===== config.mk =====
export PLATFORM = sky130hd
export DESIGN_NAME = spi_fifo_master
export DESIGN_NICKNAME = d
export VERILOG_FILES = /design/src/rtl/spi_fifo_pkg.sv /design/src/rtl/spi_sync_fifo.sv /design/src/rtl/spi_shift_engine.sv /design/src/rtl/spi_fifo_master.sv
export SDC_FILE = /design/constraint.sdc
export NUM_CORES = 1
export LEC_CHECK = 0
export BUFFER_PORTS_ARGS = -buffer_cell sky130_fd_sc_hd__buf_2
export CAP_MARGIN = 20
export CORE_MARGIN = 2
export CORE_UTILIZATION = 55
export CTS_CLUSTER_SIZE = 28
export DETAILED_ROUTE_END_ITERATION = 8
export GPL_TIMING_DRIVEN = 0
export PLACE_DENSITY = 0.82
export REMOVE_ABC_BUFFERS = 1
export SLEW_MARGIN = 20
export SYNTH_ARGS = -nofsm -noshare
export SYNTH_HDL_FRONTEND = slang
export SYNTH_HIERARCHICAL = 1
export SYNTH_SLANG_ARGS = --single-unit

===== constraint.sdc =====
create_clock -name clk -period 4.25 [get_ports clk]
set_input_delay 0 -clock clk [delete_from_list [all_inputs] [get_ports clk]]
set_output_delay 0 -clock clk [all_outputs]
set_load 0.02 [all_outputs]

===== src/rtl/spi_fifo_pkg.sv =====
package spi_fifo_pkg;
  localparam int NUM_SEL = 4;

  localparam logic [11:0] OFF_CTRL = 12'hE00;
  localparam logic [11:0] OFF_STAT = 12'hE04;
  localparam logic [11:0] OFF_TXW  = 12'hE20;
  localparam logic [11:0] OFF_RXR  = 12'hE30;

  localparam int ENT_DESEL_LSB = 16;
  localparam int ENT_EOT_BIT   = 20;
  localparam int ENT_LEN_LSB   = 24;

  localparam int STAT_TXNF = 1;
  localparam int STAT_RXNE = 2;
  localparam int STAT_OVR  = 3;
  localparam int STAT_TXE  = 4;

  localparam logic [3:0] MIN_LEN_CODE = 4'd3;

  typedef struct packed {
    logic                eot;
    logic [NUM_SEL-1:0]  desel;
    logic [3:0]          len;
    logic [15:0]         data;
  } tx_entry_t;
endpackage


===== src/rtl/spi_sync_fifo.sv =====
module spi_sync_fifo #(
  parameter int W     = 16,
  parameter int DEPTH = 8,
  localparam int AW   = (DEPTH > 1) ? $clog2(DEPTH) : 1,
  localparam int CW   = $clog2(DEPTH + 1)
) (
  input  logic          clk,
  input  logic          rst_n,
  input  logic          push,
  input  logic [W-1:0]  wdata,
  input  logic          pop,
  output logic [W-1:0]  rdata,
  output logic [CW-1:0] count,
  output logic          full,
  output logic          empty
);
  logic [W-1:0]  mem [DEPTH];
  logic [AW-1:0] wp, rp;
  logic          push_ok, pop_ok;

  assign full    = (count == CW'(DEPTH));
  assign empty   = (count == '0);
  assign push_ok = push && !full;
  assign pop_ok  = pop && !empty;
  assign rdata   = mem[rp];

  always_ff @(posedge clk) begin
    if (push_ok) mem[wp] <= wdata;
  end

  always_ff @(posedge clk or negedge rst_n) begin
    if (!rst_n) begin
      wp    <= '0;
      rp    <= '0;
      count <= '0;
    end else begin
      if (push_ok) wp <= (wp == AW'(DEPTH - 1)) ? '0 : wp + AW'(1);
      if (pop_ok)  rp <= (rp == AW'(DEPTH - 1)) ? '0 : rp + AW'(1);
      case ({push_ok, pop_ok})
        2'b10:   count <= count + CW'(1);
        2'b01:   count <= count - CW'(1);
        default: count <= count;
      endcase
    end
  end

  assert_no_overflow_R10: assert property (@(posedge clk) disable iff (!rst_n)
    (full && push && !pop) |=> (count == CW'(DEPTH)));
  assert_no_underflow_R4: assert property (@(posedge clk) disable iff (!rst_n)
    (empty && pop && !push) |=> (count == '0));
endmodule


===== src/rtl/spi_shift_engine.sv =====
module spi_shift_engine
  import spi_fifo_pkg::*;
#(
  parameter int DIV_W = 8
) (
  input  logic               clk,
  input  logic               rst_n,
  input  logic               cpol,
  input  logic               cpha,
  input  logic [DIV_W-1:0]   div,
  input  logic               ent_valid,
  input  tx_entry_t          ent,
  output logic               ent_pop,
  output logic               sck,
  output logic               mosi,
  input  logic               miso,
  output logic [NUM_SEL-1:0] ssel_n,
  output logic               busy,
  output logic               done,
  output logic [15:0]        rx_word
);
  logic [DIV_W-1:0] cnt;
  logic [4:0]       edge_idx;
  logic [4:0]       ptr;
  logic [3:0]       len_q, len_in;
  logic [15:0]      tx_sh, rx_sh;
  logic             ph, cpol_q, cpha_q, eot_q, last, tick;

  assign len_in  = (ent.len < MIN_LEN_CODE) ? MIN_LEN_CODE : ent.len;
  assign ent_pop = !busy && ent_valid;
  assign tick    = busy && (cnt == div);
  assign last    = (edge_idx == {len_q, 1'b1});
  assign done    = tick && last;
  assign sck     = busy ? (cpol_q ^ ph) : cpol;
  assign rx_word = cpha_q ? {rx_sh[14:0], miso} : rx_sh;

  always_ff @(posedge clk or negedge rst_n) begin
    if (!rst_n) begin
      busy     <= 1'b0;
      cnt      <= '0;
      edge_idx <= '0;
      ptr      <= '0;
      len_q    <= MIN_LEN_CODE;
      tx_sh    <= '0;
      rx_sh    <= '0;
      ph       <= 1'b0;
      cpol_q   <= 1'b0;
      cpha_q   <= 1'b0;
      eot_q    <= 1'b0;
      mosi     <= 1'b0;
      ssel_n   <= '1;
    end else if (!busy) begin
      if (ent_valid) begin
        busy     <= 1'b1;
        cnt      <= '0;
        edge_idx <= '0;
        ph       <= 1'b0;
        len_q    <= len_in;
        tx_sh    <= ent.data;
        rx_sh    <= '0;
        cpol_q   <= cpol;
        cpha_q   <= cpha;
        eot_q    <= ent.eot;
        ssel_n   <= ent.desel;
        if (!cpha) begin
          mosi <= ent.data[len_in];
          ptr  <= {1'b0, len_in} - 5'd1;
        end else begin
          ptr  <= {1'b0, len_in};
        end
      end
    end else if (tick) begin
      cnt      <= '0;
      ph       <= ~ph;
      edge_idx <= edge_idx + 5'd1;
      if (edge_idx[0] == cpha_q) begin
        rx_sh <= {rx_sh[14:0], miso};
      end else if (!ptr[4]) begin
        mosi <= tx_sh[ptr[3:0]];
        ptr  <= ptr - 5'd1;
      end
      if (last) begin
        busy <= 1'b0;
        ph   <= 1'b0;
        if (eot_q) ssel_n <= '1;
      end
    end else begin
      cnt <= cnt + DIV_W'(1);
    end
  end

  assert_idle_sck_level_R7: assert property (@(posedge clk) disable iff (!rst_n)
    !busy |-> (sck == cpol));
  assert_start_from_queue_R2: assert property (@(posedge clk) disable iff (!rst_n)
    $rose(busy) |-> $past(ent_valid));
  assert_release_on_eot_R6: assert property (@(posedge clk) disable iff (!rst_n)
    (done && eot_q) |=> (ssel_n == '1));
  assert_hold_select_R6: assert property (@(posedge clk) disable iff (!rst_n)
    (!busy && !ent_valid) |=> $stable(ssel_n));
endmodule


===== src/rtl/spi_fifo_master.sv =====
module spi_fifo_master
  import spi_fifo_pkg::*;
#(
  parameter int FIFO_DEPTH = 8,
  parameter int DIV_W      = 8,
  parameter int DIV_RESET  = 1
) (
  input  logic        clk,
  input  logic        rst_n,
  input  logic        bus_en,
  input  logic        bus_we,
  input  logic [11:0] bus_addr,
  input  logic [31:0] bus_wdata,
  output logic [31:0] bus_rdata,
  output logic        irq_tx,
  output logic        irq_rx,
  output logic        sck,
  output logic        mosi,
  input  logic        miso,
  output logic [3:0]  ssel_n
);
  localparam int CW    = $clog2(FIFO_DEPTH + 1);
  localparam int ENT_W = $bits(tx_entry_t);

  logic             cfg_cpol, cfg_cpha, cfg_txen, cfg_rxen, ovr;
  logic [DIV_W-1:0] cfg_div;
  logic [3:0]       cfg_txwm, cfg_rxwm;

  logic             wr, rd, tx_push, tx_pop, rx_push, rx_pop;
  logic             tx_full, tx_empty, rx_full, rx_empty;
  logic [CW-1:0]    tx_count, rx_count;
  tx_entry_t        ent_in, ent_out;
  logic [ENT_W-1:0] ent_raw;
  logic [15:0]      rx_head, rx_word;
  logic             eng_busy, eng_done, stat_txe;
  logic [31:0]      ctrl_rd, stat_rd;
  logic             wdata_unused;

  assign wr      = bus_en && bus_we;
  assign rd      = bus_en && !bus_we;
  assign tx_push = wr && (bus_addr == OFF_TXW);
  assign rx_pop  = rd && (bus_addr == OFF_RXR);
  assign rx_push = eng_done;
  assign wdata_unused = ^{bus_wdata[31:28], bus_wdata[23:21]};

  assign ent_in.data  = bus_wdata[15:0];
  assign ent_in.desel = bus_wdata[ENT_DESEL_LSB +: NUM_SEL];
  assign ent_in.eot   = bus_wdata[ENT_EOT_BIT];
  assign ent_in.len   = bus_wdata[ENT_LEN_LSB +: 4];
  assign ent_out      = tx_entry_t'(ent_raw);

  spi_sync_fifo #(.W(ENT_W), .DEPTH(FIFO_DEPTH)) u_txq (
    .clk(clk), .rst_n(rst_n), .push(tx_push), .wdata(ent_in), .pop(tx_pop),
    .rdata(ent_raw), .count(tx_count), .full(tx_full), .empty(tx_empty));

  spi_sync_fifo #(.W(16), .DEPTH(FIFO_DEPTH)) u_rxq (
    .clk(clk), .rst_n(rst_n), .push(rx_push), .wdata(rx_word), .pop(rx_pop),
    .rdata(rx_head), .count(rx_count), .full(rx_full), .empty(rx_empty));

  spi_shift_engine #(.DIV_W(DIV_W)) u_eng (
    .clk(clk), .rst_n(rst_n), .cpol(cfg_cpol), .cpha(cfg_cpha), .div(cfg_div),
    .ent_valid(!tx_empty), .ent(ent_out), .ent_pop(tx_pop), .sck(sck),
    .mosi(mosi), .miso(miso), .ssel_n(ssel_n), .busy(eng_busy),
    .done(eng_done), .rx_word(rx_word));

  always_ff @(posedge clk or negedge rst_n) begin
    if (!rst_n) begin
      cfg_cpol <= 1'b0;
      cfg_cpha <= 1'b0;
      cfg_div  <= DIV_W'(DIV_RESET);
      cfg_txwm <= 4'd0;
      cfg_rxwm <= 4'd1;
      cfg_txen <= 1'b0;
      cfg_rxen <= 1'b0;
      ovr      <= 1'b0;
    end else begin
      if (wr && bus_addr == OFF_CTRL) begin
        cfg_cpol <= bus_wdata[0];
        cfg_cpha <= bus_wdata[1];
        cfg_div  <= bus_wdata[8 +: DIV_W];
        cfg_txwm <= bus_wdata[19:16];
        cfg_rxwm <= bus_wdata[23:20];
        cfg_txen <= bus_wdata[24];
        cfg_rxen <= bus_wdata[25];
      end
      if (eng_done && rx_full) ovr <= 1'b1;
      else if (wr && bus_addr == OFF_STAT && bus_wdata[STAT_OVR]) ovr <= 1'b0;
    end
  end

  assign stat_txe = tx_empty && !eng_busy;
  assign irq_tx   = cfg_txen && (32'(tx_count) <= 32'(cfg_txwm));
  assign irq_rx   = cfg_rxen && (32'(rx_count) >= 32'(cfg_rxwm));

  always_comb begin
    ctrl_rd = '0;
    ctrl_rd[0] = cfg_cpol;
    ctrl_rd[1] = cfg_cpha;
    ctrl_rd[8 +: DIV_W] = cfg_div;
    ctrl_rd[19:16] = cfg_txwm;
    ctrl_rd[23:20] = cfg_rxwm;
    ctrl_rd[24] = cfg_txen;
    ctrl_rd[25] = cfg_rxen;
    stat_rd = '0;
    stat_rd[STAT_TXNF] = !tx_full;
    stat_rd[STAT_RXNE] = !rx_empty;
    stat_rd[STAT_OVR]  = ovr;
    stat_rd[STAT_TXE]  = stat_txe;
    case (bus_addr)
      OFF_CTRL: bus_rdata = ctrl_rd;
      OFF_STAT: bus_rdata = stat_rd;
      OFF_RXR:  bus_rdata = rx_empty ? 32'd0 : {16'd0, rx_head};
      default:  bus_rdata = 32'd0;
    endcase
  end

  assert_read_no_clock_R4: assert property (@(posedge clk) disable iff (!rst_n)
    (rx_pop && !eng_busy && tx_empty && !tx_push) |=> !eng_busy);
  assert_txe_after_frame_R8: assert property (@(posedge clk) disable iff (!rst_n)
    $rose(stat_txe) |-> $past(eng_done));
  assert_overrun_sticky_R10: assert property (@(posedge clk) disable iff (!rst_n)
    (ovr && !(wr && bus_addr == OFF_STAT)) |=> ovr);
  assert_full_write_dropped_R11: assert property (@(posedge clk) disable iff (!rst_n)
    (tx_push && tx_full && !tx_pop) |=> (tx_count == CW'(FIFO_DEPTH)));
endmodule


# After elaboration in Yosys (flattened, before gate mapping)
# Memory sizes are Yosys's and may differ from the RTL's.
# Index checks and enable logic that the tools add are counted.
# Widths: inputs -> output; s select.
[totals]
reg_bits = 105
mem_bits_rw = 328
elab_cells = 168
memories = 2
in_bits = 49
[memory_table]
columns = ["memory", "words", "width", "rd", "rd_clocked_by_memory_dff", "write_ports", "line_no", "source"]
rows = [
  ["u_txq.mem", 8, 25, 1, 0, 1, "spi_sync_fifo.sv:17", "logic [W-1:0] mem [DEPTH];"],
  ["u_rxq.mem", 8, 16, 1, 0, 1, "spi_sync_fifo.sv:17", ""],
]
[op_classes]
n_lt_le_gt_ge = 5
n_mux = 56
reduce_logical = 36
n_bitwise = 4
add_sub_neg = 12
eq_ne = 25
[ops]
columns = ["operator", "count"]
rows = [
  ["$mux 16", 6],
  ["$pmux 26 s3", 1],
  ["$eq 12x12->1 const B", 4],
  ["$mux 5", 9],
  ["$mux 4", 6],
  ["$mux 8", 3],
  ["$mux 1", 23],
  ["$logic_and 1x1->1", 18],
  ["$pmux 4 s2", 2],
  ["$add 3x1->3 const B", 4],
  ["$eq 3x3->1 const B", 4],
  ["$mux 3", 4],
  ["$ne 2x2->1 const B", 6],
  ["$lt 4x5->1 const B", 2],
  ["$add 4x1->4 const B", 2],
  ["$add 8x1->8 const B", 1],
  ["$bmux 1 s4", 2],
  ["$eq 4x4->1 const B", 2],
  ["$eq 8x8->1", 1],
  ["$logic_not 4->1", 2],
  ["$reduce_and 4->1", 2],
  ["$sub 4x1->4 const B", 2],
  ["$logic_not 1->1", 6],
  ["$reduce_and 3->1", 2],
  ["other kinds (16)", 24],
]

# Depth between registers and ports, before layout
# Gate-level depths: netlist (run 1).
# An unclocked memory read counts as a cell.
[logic_depth]
word_depth = 8
depth_mapped = 13
ltp_nobuf = 11

# Cells and area by module
# The synthesis (run 1) kept the hierarchy.
[modules_own_cells]
columns = ["mod", "n_inst", "area_each_um2", "cells_each", "seq_area_each_um2"]
rows = [
  ["spi_sync_fifo at u_txq", 1, 8428.1, 360, 6256.0],
  ["spi_sync_fifo at u_rxq", 1, 5616.6, 256, 4093.9],
  ["spi_shift_engine", 1, 3455.8, 375, 1609.0],
  ["spi_fifo_master", 1, 1436.4, 136, 528.0],
]

# Worst setup path before layout (run 1)
# Ideal clock, no wire load.
[synth_path]
kind = "input -> register"
start = "input bus_addr[3]"
end = "memory u_txq/mem[0][0] (netlist name) (enable)"
arrival_ns = 3.502
stages = 5
n_path_buf = 0
t_required_ns = 3.780
slack_ns = 0.278
setup_ns = 0.470
cell_sequence = "and4b_1 > nand3_4 > nor4_1 > nand2_4 > nor4_1"
[synth_between]
elab_chain_len = 5
[synth_rtl]
columns = ["item", "line_no", "source"]
rows = [
  ["start: declaration", "spi_fifo_master.sv:12", "input logic [11:0] bus_addr,"],
  ["$eq 12x12->1", "spi_fifo_master.sv:41", "assign tx_push = wr && (bus_addr == OFF_TXW);"],
  ["$logic_and 1x1->1", "spi_fifo_master.sv:41", ""],
  ["net tx_push", "spi_fifo_master.sv:29", "logic wr, rd, tx_push, tx_pop, rx_push, rx_pop;"],
  ["$logic_and 1x1->1", "spi_sync_fifo.sv:23", "assign push_ok = push && !full;"],
  ["$mux 1", "spi_sync_fifo.sv:28", "if (push_ok) mem[wp] <= wdata;"],
  ["$mux 1 (not written as such)", "spi_sync_fifo.sv:28", ""],
  ["end: declaration", "spi_sync_fifo.sv:17", ""],
]
# The timed path passes the listed nets, and every way through them passes these cells.

# Worst setup path in the final report (run 1)
[layout_path]
start = "register u_eng.busy"
end = "register u_txq.count[3]"
[layout_between]
elab_chain_len = 5
word_cells_on_any_way = 7
cone_classes = "2 x eq/ne; 1 x mux; 4 x reduce/logical"
[layout_rtl]
columns = ["item", "line_no", "source"]
rows = [
  ["start: declaration", "spi_shift_engine.sv:18", "output logic busy,"],
  ["start signal: assignment", "spi_shift_engine.sv:39", "busy <= 1'b0;"],
  ["start signal: assignment", "spi_shift_engine.sv:54", "busy <= 1'b1;"],
  ["start signal: assignment", "spi_shift_engine.sv:83", "busy <= 1'b0;"],
  ["$logic_not 1->1 (*)", "spi_shift_engine.sv:30", "assign ent_pop = !busy && ent_valid;"],
  ["$logic_and 1x1->1 (*)", "spi_shift_engine.sv:30", ""],
  ["net tx_pop", "spi_fifo_master.sv:29", ""],
  ["$logic_and 1x1->1 (*)", "spi_sync_fifo.sv:24", "assign pop_ok = pop && !empty;"],
  ["net u_txq.pop_ok", "spi_sync_fifo.sv:19", "logic push_ok, pop_ok;"],
  ["$eq 2x1->1 / $eq 2x2->1 (equally long branches)", "spi_sync_fifo.sv:39", "case ({push_ok, pop_ok})"],
  ["$pmux 4 s2 / $reduce_bool 2->1 (equally long branches)", "--", ""],
  ["end signal: assignment", "spi_sync_fifo.sv:40", "2'b10: count <= count + CW'(1);"],
  ["end signal: assignment", "spi_sync_fifo.sv:41", "2'b01: count <= count - CW'(1);"],
  ["end signal: assignment", "spi_sync_fifo.sv:42", "default: count <= count;"],
  ["end: declaration", "spi_sync_fifo.sv:13", "output logic [CW-1:0] count,"],
]
# Mark *: on every way through the listed nets, which the timed path passes. The rest lies on a longest branch.
# A chain may end at the register's enable or synchronous reset.

==> results of run 1 <==
[synth_stat cells, drive strengths merged (12+ instances only)]
| cell | number |
|---|---|
| edfxtp | 328 |
| nand2 | 125 |
| dfrtp | 97 |
| mux2 | 95 |
| mux4 | 84 |
| inv | 35 |
| o21ai | 33 |
| buf | 32 |
| clkbuf | 29 |
| ha | 25 |
| nor2 | 21 |
| nor3 | 21 |
| a21oi | 20 |
| xor2 | 17 |
| nand3 | 16 |
| and2 | 14 |
| a22o | 13 |
| nand2b | 12 |
| nor4 | 12 |
[critical path: stages, from the launching register on]
cell        delay, ps
dfrtp_2           880
nand2b_2          400
clkinvlp_4        550
o41ai_4           270
inv_1              90
ha_1              300
ha_1              380
or4b_2            680
o311ai_0          130
o211ai_1          120
[state kept, by name, summed over array words and instances (netlist names), 3 cells and up]
| name | flops |
|---|---|
| cfg_div | 8 |
| cfg_rxwm | 4 |
| cfg_txwm | 4 |
| u_eng/cnt | 8 |
| u_eng/edge_idx | 5 |
| u_eng/len_q | 4 |
| u_eng/ptr | 5 |
| u_eng/rx_sh | 16 |
| u_eng/ssel_n | 4 |
| u_eng/tx_sh | 16 |
| u_rxq/count | 4 |
| u_rxq/mem | 128 |
| u_rxq/rp | 3 |
| u_rxq/wp | 3 |
| u_txq/count | 4 |
| u_txq/mem | 200 |
| u_txq/rp | 3 |
| u_txq/wp | 3 |
[cells by family (layout without fill, tap and decap cells)]
family | Yosys count | count (layout) | share of synthesized area, %
xor+xnor | 24 | 24 | 1.11
fa+ha+maj | 27 | 27 | 1.86
buf+inv | 97 | 275 | 2.90
simple gates | 248 | 248 | 6.74
compound gates | 108 | 108 | 4.09
mux | 189 | 189 | 17.3
flops | 433 | 433 | 65.9
other cells | 1 | 7 | 0.0198
[stage by stage]
stage	std cells	setup slack (ps)	power [mW]	hold WS, ps	TNS (ps)
floorplan	1071	-18.9	7.51	-296	-18.9
global placement	1597	-3080	8.21	224	-385980
detailed placement	1641	61.6	8.45	-71.2	0
CTS	1757	49.5	12.5	33.8	0
global route	1759	44.4	13.0	31.0	0
finish	1759	341	12.5	35.3	0
[cell type report]
cell class	instances	area [sq um]	area share, %
sequential	433	12500	56.7
multi-input combinational	602	6030	27.4
timing repair buffer	159	1290	5.85
clock buffer	57	1200	5.45
tap	448	561	2.54
clock inverter	23	310	1.41
inverter	36	139	0.630
antenna	1	2.50	0.0114
[power by group]
part | total [mW] | leakage (nW) | internal, mW | switching (mW)
clock | 3.99 | 0.736 | 2.42 | 1.57
sequential | 5.66 | 4.30 | 5.06 | 0.599
combinational | 2.81 | 3.28 | 1.35 | 1.46
[metal layers]
metal | GRT usage, % | share of wire (%) | wire length [um] | up-vias
met5 | 0 | 0.017 | 7 | -
met4 | 6.56 | 2.0 | 829 | 2
met3 | 3.45 | 7.1 | 2890 | 64
met2 | 36.9 | 49 | 19800 | 411
met1 | 32.9 | 42 | 17200 | 5446
li1 | - | - | - | 4701
[timing repair]
action | 4_1_cts | 5_1_grt
hold endpoints to repair | 329 | 0
hold buffers | 36 | 0
endpoints found under the setup margin | 0 | 1
resized for setup | 0 | 1
[worst paths after layout]
kind,depth (start not counted),end,slack [ps]
hold reg to reg,2,u_eng/ssel_n[3],470
min in group clk,4,u_rxq/rp[1],50
setup / recovery,9,u_txq/count[3],340
setup reg to reg,9,u_txq/count[3],340
hold / removal,2,u_eng/len_q[0],40
max in group asynchronous,3,u_eng/ssel_n[2],3790
==> results.toml, run 1 <==
[synthesis]
synthArstFlopShare_pct = 24.2
synth_enable_flop_cells = 328
synth_ff_type = "edfxtp_1"
synth_top_area_share_pct = 52.0
syn_area_per_cell_sq_um = 16.8
synth_seq_area_share_pct = 65.9
ys_ff_latch = 433
synthesis.area_sq_um = 18900
syn_inst = 1127
synth_area_leaders = "edfxtp_1, dfrtp_1, mux4_1"
yosys_warnings = 6
yosysUniqueCellTypes = 72
yosysTopAreaCell = "edfxtp_1"

[routing]
num_vias = 10600
wl_per_cell_um = 23.2
drtIter0Drc = 1014
postRouteAntennaNets = 0
wl_um = 40700
vias_per_cell = 6.04
post-route-drc-count = 0
first_pass_iters = 5

[worst_setup_path]
cp-startpoint = "u_eng/busy"
end_kind = "flop"
startpoint_type = "flop"
cp.required_ps = 4670
crit_path_max_fanout = 38
criticalPathCategory = "reg2reg"
reg2reg_from = "u_eng/busy"
arrival_ps = 4330

[clock_network]
cts_tree = "built"
numCtsBuffers = 43
cts_setup_buffers = 0
cts_sinks = 433
htreeDepth = 2
insertion_delay_ps = 540
clkTransAtPathRegs_ps = 60
cts_root_buf = "clkbuf_16"
cts.path.max_buffers = 3

[timing]
max_freq_mhz = 256
slew_headroom_pct = 33.1
min_period_ps = 3910
post-route-period-util_pct = 92.0
tightest_slew_ps = 1000
finClkSkew_ps = 25.6
setup_viol = 0
hold_violations = 0
rsz0062_at_grt = "no"
report.final.slew_viol_count = 0

[global_routing]
overflow = 0
grt_start_max_net_pins = 70
grt_pass1_wl_um = 62600
grt_pass1_vias = 10900
antenna_found_initial = 2
globalRouteTotalUtil_pct = 22.9

[finish]
drive_gt1_share_pct = 25.8
fin_nets = 1351
utilization_pct = 65.4
area_delta_synth_final_pct = 16.3
fillCellCount = 2195
final_area_sq_um = 22000
mostFrequentLayoutCells = "edfxtp_1, nand2_1, dfrtp_1"
final_common_cell = "edfxtp_1"

[hold_path]
hold_path_class = "in2async"

[floorplan]
fp.dieArea_sq_um = 35900
core-area_sq_um = 33700
die_x_um = 190
rows = 67
start_util_pct = 56.2
fp.dieH_um = 190
io_pins = 89

[power_and_ir_drop]
ir_worst_vdd_uv = 423
powerDensity_nw_per_um2 = 566
power.leakage_nw = 8.32

[placement]
dp_hpwl_um = 26300
placed_area_sq_um = 20100
numPortBuffers = 78
gp_congestion = 0.808

[flow_run]
drv_cap = 0

[outcome]
status = "completed"
(Power assumes the default switching activity.)
==> run 2: changes to the inputs <==
--- a/config.mk
+++ b/config.mk
@@ -12,6 +12,7 @@
 export CTS_CLUSTER_SIZE = 28
 export DETAILED_ROUTE_END_ITERATION = 8
 export GPL_TIMING_DRIVEN = 0
+export HOLD_SLACK_MARGIN = 0.06
 export PLACE_DENSITY = 0.82
 export REMOVE_ABC_BUFFERS = 1
 export SLEW_MARGIN = 20
==> constraint.sdc (replaced) <==
create_clock -name clk -period 4.25 [get_ports clk]
set_input_delay 0.6375 -clock clk [delete_from_list [all_inputs] [get_ports clk]]
set_output_delay 0.6375 -clock clk [all_outputs]
set_load 0.02 [all_outputs]
==> results.toml, run 2 (synthesis gave the netlist of run 1 again) <==
[timing]
finClkSkew_ps = 25.6
report.final.slew_viol_count = 0
slew_headroom_pct = 32.9
hold_violations = 0
setup_viol = 0
rsz0062_at_grt = "no"
min_period_ps = 3940
max_freq_mhz = 254
tightest_slew_ps = 1010
post-route-period-util_pct = 92.6

[routing]
wl_um = 40300
post-route-drc-count = 0
postRouteAntennaNets = 0
drtIter0Drc = 1058
wl_per_cell_um = 23.4
vias_per_cell = 6.11
first_pass_iters = 5
num_vias = 10500

[global_routing]
globalRouteTotalUtil_pct = 22.6
grt_pass1_wl_um = 61800
grt_pass1_vias = 10600
antenna_found_initial = 1
overflow = 0
grt_start_max_net_pins = 70

[clock_network]
cts_tree = "built"
clkTransAtPathRegs_ps = 60
cts.path.max_buffers = 3
numCtsBuffers = 43
cts_sinks = 433
insertion_delay_ps = 540
cts_root_buf = "clkbuf_16"
htreeDepth = 2

[floorplan]
die_x_um = 190
rows = 67
fp.dieH_um = 190
fp.dieArea_sq_um = 35900
io_pins = 89
start_util_pct = 56.2
core-area_sq_um = 33700

[finish]
final_cells = 1724
largest_reg_flops = 200
area_delta_synth_final_pct = 14.4
final_common_cell = "edfxtp_1"
multiInputGateArea_sq_um = 6030
mostFrequentLayoutCells = "edfxtp_1, nand2_1, dfrtp_1"
regArea_sq_um = 12500
fin_nets = 1316
fillCellCount = 2223
final_area_sq_um = 21700
regMostFlops = "u_txq/mem"
drive_gt1_share_pct = 26.4
top_regs = "u_txq/mem: 200 flops, u_rxq/mem: 128 flops"

[worst_setup_path]
startpoint_type = "flop"
crit_path_max_fanout = 38
cp.required_ps = 4670
end_kind = "flop"
arrival_ps = 4360
criticalPathCategory = "reg2reg"

[outcome]
status = "completed"

[placement]
gp_congestion = 0.808
numPortBuffers = 78
placed_area_sq_um = 20100
dp_hpwl_um = 26300
dp.cells = 1641

[hold_path]
hold_path_class = "in2reg"

[power_and_ir_drop]
power.leakage_nw = 8.16
powerDensity_nw_per_um2 = 574
ir_worst_vdd_uv = 422

[flow_run]
drv_cap = 0
-- run 2: cell types whose count changed in the layout (fill, tap and decap cells not counted) --
cell,previous run,this run
buf_12,2,1
dlygate4sd3_1,35,1
-- run 2: power by group --
group	total, mW	internal, mW	leakage (nW)	switching (mW)
sequential	5.67	5.06	4.30	0.603
clock	3.98	2.42	0.736	1.56
combinational	2.79	1.33	3.12	1.46
-- run 2: through the flow --
step / setup slack (ps) / power (mW) / TNS, ps / utilization, % / hold slack [ps]
global route: 36.0 / 13.0 / 0 / 64.3 / 325
detailed placement: 61.6 / 8.45 / 0 / 59.7 / 458
floorplan: -359 / 7.51 / -9000 / - / 342
global placement: -3720 / 8.21 / -513480 / 57.8 / 447
finish: 313 / 12.4 / 0 / 64.3 / 334
CTS: 49.5 / 12.4 / 0 / 64.2 / 318
-- run 2: area by class of cell --
type,instances,area share [%]
Tap cell,448,2.59
Antenna cell,1,0.0115
Multi-Input combinational cell,602,27.8
Clock inverter,23,1.43
Clock buffer,57,5.54
Inverter,36,0.641
Sequential cell,433,57.7
Timing Repair Buffer,124,4.28
-- run 2: what timing repair did --
action,4_1_cts,5_1_grt
hold endpoints to repair,34,0
setup endpoints to repair,0,1
hold buffers,1,0
gates resized for setup,0,1
setup buffers,0,0
-- run 2: path summary, 6_finish.rpt --
path                            startpoint              end  slack [ps]  cells after the start
hold / removal               bus_wdata[21]      cfg_rxwm[1]         330                      2
setup / recovery                u_eng/busy   u_txq/count[3]         310                      9
setup reg to reg                u_eng/busy   u_txq/count[3]         310                      9
min in group asynchronous            rst_n              ovr         590                      2
max in group asynchronous            rst_n  u_eng/ssel_n[2]        2930                      3
hold reg to reg            u_eng/ssel_n[3]  u_eng/ssel_n[3]         470                      2
-- run 2: worst max-delay path, stage by stage, from the launching register on --
cell and delay (ps):
dfrtp_2 890, nand2b_2 390, clkinvlp_4 560, o41ai_4 280, inv_1 90, ha_1 300
ha_1 380, or4b_2 680, o311ai_0 130, o211ai_1 120
-- run 2: layer usage --
metal	vias to the layer above	track usage, %	wire length, um
met5	-	0	0
met4	0	5.93	862
met3	75	2.95	2670
met2	415	36.6	19400
met1	5437	32.9	17400
li1	4614	-	-
==> run 3: changes to the inputs <==
--- a/config.mk
+++ b/config.mk
@@ -18,5 +18,4 @@
 export SLEW_MARGIN = 20
 export SYNTH_ARGS = -nofsm -noshare
 export SYNTH_HDL_FRONTEND = slang
-export SYNTH_HIERARCHICAL = 1
 export SYNTH_SLANG_ARGS = --single-unit
==> results.toml, run 3 <==
[clock_network]
cts.path.max_buffers = 3
cts_sinks = 433
clkTransAtPathRegs_ps = 60
insertion_delay_ps = 550
cts_resized = 0
htreeDepth = 2
numCtsBuffers = 42
cts_root_buf = "clkbuf_16"
cts_tree = "built"

[timing]
post-route-period-util_pct = 87.4
min_period_ps = 3710
finClkSkew_ps = 27.8
tightest_slew_ps = 884
setup_viol = 0
max_freq_mhz = 269
slew_headroom_pct = 41.0
setup_ws_ps = 537
report.final.slew_viol_count = 0
hold_violations = 0
whs_ps = 324
rsz0062_at_grt = "no"

[worst_setup_path]
criticalPathCategory = "in2out"
reg2reg_from = "cfg_div[7]"
r2r_cells = 8
worst_r2r_endpoint = "u_rxq.mem[3][12]"
cp.required_ps = 3610
rrSetupSlack_ps = 590
startpoint_type = "primary input"
crit_path_max_fanout = 10
arrival_ps = 3080
end_kind = "output port"

[placement]
numPortBuffers = 78
dp.cells = 1604
place_ws_ps = 326
placed_area_sq_um = 19500
gp_congestion = 0.810
dp_hpwl_um = 25600

[finish]
largest_reg_flops = 200
drive_gt1_share_pct = 26.5
top_regs = "u_txq.mem: 200 flops, u_rxq.mem: 128 flops"
final_common_cell = "edfxtp_1"
fillCellCount = 2121
final_cells = 1684
area_delta_synth_final_pct = 14.6
mostFrequentLayoutCells = "edfxtp_1, nand2_1, dfrtp_1"
final_area_sq_um = 20900
fin_nets = 1281
regMostFlops = "u_txq.mem"

[global_routing]
globalRouteTotalUtil_pct = 24.0
grt_start_max_net_pins = 80
antenna_found_initial = 3
met3_usage_pct = 3.99
grt_pass1_vias = 10500
grtUsageMet1_pct = 33.0
overflow = 0
grtUsageMet2_pct = 39.2
grt_pass1_wl_um = 61500
top_usage_layer = "met2"

[synthesis]
synth_area_leaders = "edfxtp_1, dfrtp_1, mux4_2"
synth_enable_flop_cells = 328
synth_ff_type = "edfxtp_1"
synth_seq_area_share_pct = 68.4
ys_ff_latch = 433
yosysUniqueCellTypes = 60
synth_top_cells_by_count = "edfxtp_1, nand2_1, dfrtp_1"
synthMostInstantiatedCell = "edfxtp_1"
synthArstFlopShare_pct = 24.2
yosys_warnings = 0
syn_inst = 1106
synthesis.area_sq_um = 18300
yosysTopAreaCell = "edfxtp_1"
synth_top_area_share_pct = 54.0
syn_area_per_cell_sq_um = 16.5

[floorplan]
rows = 66
start_util_pct = 56.0
core-area_sq_um = 32600
fp.dieArea_sq_um = 34700
die_x_um = 186
fp.dieH_um = 186
io_pins = 89

[power_and_ir_drop]
powerDensity_nw_per_um2 = 573
power.leakage_nw = 7.66
ir_worst_vdd_uv = 280

[routing]
wl_um = 40300
first_pass_iters = 6
drtIter0Drc = 1146
wl_per_cell_um = 23.9
vias_per_cell = 6.13
postRouteAntennaNets = 0
post-route-drc-count = 0
num_vias = 10300

[flow_run]
drv_cap = 0

[hold_path]
hp-start = "bus_wdata[23]"
hold_path_class = "in2reg"
hold_end = "cfg_rxwm[3]"
hold_depth = 3

[outcome]
status = "completed"
run 3: changes by cell type after synthesis, moves of 16 or more:
cell / previous run / this run
mux2_1: 24 / 0
mux2_2: 71 / 37
mux2i_1: 10 / 44
mux4_1: 59 / 16
mux4_2: 25 / 70
nand2_1: 123 / 104
o21ai_0: 17 / 82
o21ai_1: 16 / 0
run 3: how the worst max path moves through the flow:
stage,from,endpoint,slack (ps)
after detailed placement,bus_addr[7],u_rxq.count[2],330
after floorplan,bus_addr[7],u_txq.mem[1][0],180
after global routing,bus_addr[7],bus_rdata[11],310
after CTS,bus_addr[7],bus_rdata[11],530
after global placement,bus_addr[7],u_txq.mem[1][2],-2190
final,bus_addr[7],bus_rdata[11],540
run 3: logic make-up after synthesis:
| family | Yosys count | synth area share, % |
|---|---|---|
| flip-flops | 433 | 68.4 |
| AND/OR/NAND/NOR | 231 | 5.96 |
| multiplexers | 170 | 16.0 |
| AO/OA/AOI/OAI | 130 | 4.17 |
| buffers and inverters | 86 | 2.27 |
| XOR/XNOR | 30 | 1.44 |
| adder cells (fa/ha/maj) | 25 | 1.71 |
| other | 1 | 0.0205 |
run 3: where the power goes:
part	switching, mW	internal (mW)
combinational	1.45	1.19
clock	1.55	2.19
sequential	0.539	5.08
run 3: area by class of cell:
type | count | area (sq um) | share of cell area (%)
Antenna cell | 2 | 5.00 | 0.0239
Clock buffer | 60 | 1220 | 5.84
Clock inverter | 17 | 178 | 0.849
Inverter | 23 | 86.3 | 0.413
Multi-Input combinational cell | 592 | 5470 | 26.2
Sequential cell | 433 | 12500 | 59.8
Tap cell | 442 | 553 | 2.64
Timing Repair Buffer | 115 | 906 | 4.33
run 3: worst max-delay path, cell delays in order:
cell and delay (ps):
buf_2 100, nor4b_1 310, nand4_1 300, nor4_2 720, buf_4 290, buf_2 240
nand2_1 90, o21ai_0 150, buf_2 240
run 3: metrics by stage:
stage | util (%) | TNS, ps | total power [mW]
after floorplan | - | 0 | 7.39
after global routing | 64.1 | 0 | 12.5
after detailed placement | 59.8 | 0 | 8.26
final | 64.1 | 0 | 12.0
after CTS | 64.1 | 0 | 12.0
after global placement | 57.9 | -309230 | 8.05
run 3: timing repair:
action,4_1_cts,5_1_grt
buffers inserted,0,0
endpoints found under the hold margin,21,0
hold buffers,1,0
run 3: routing by layer:
| metal | routed length [um] | vias to the layer above |
|---|---|---|
| li1 | - | 4456 |
| met1 | 16000 | 5261 |
| met2 | 20000 | 507 |
| met3 | 3020 | 95 |
| met4 | 1360 | 0 |
| met5 | 0 | - |
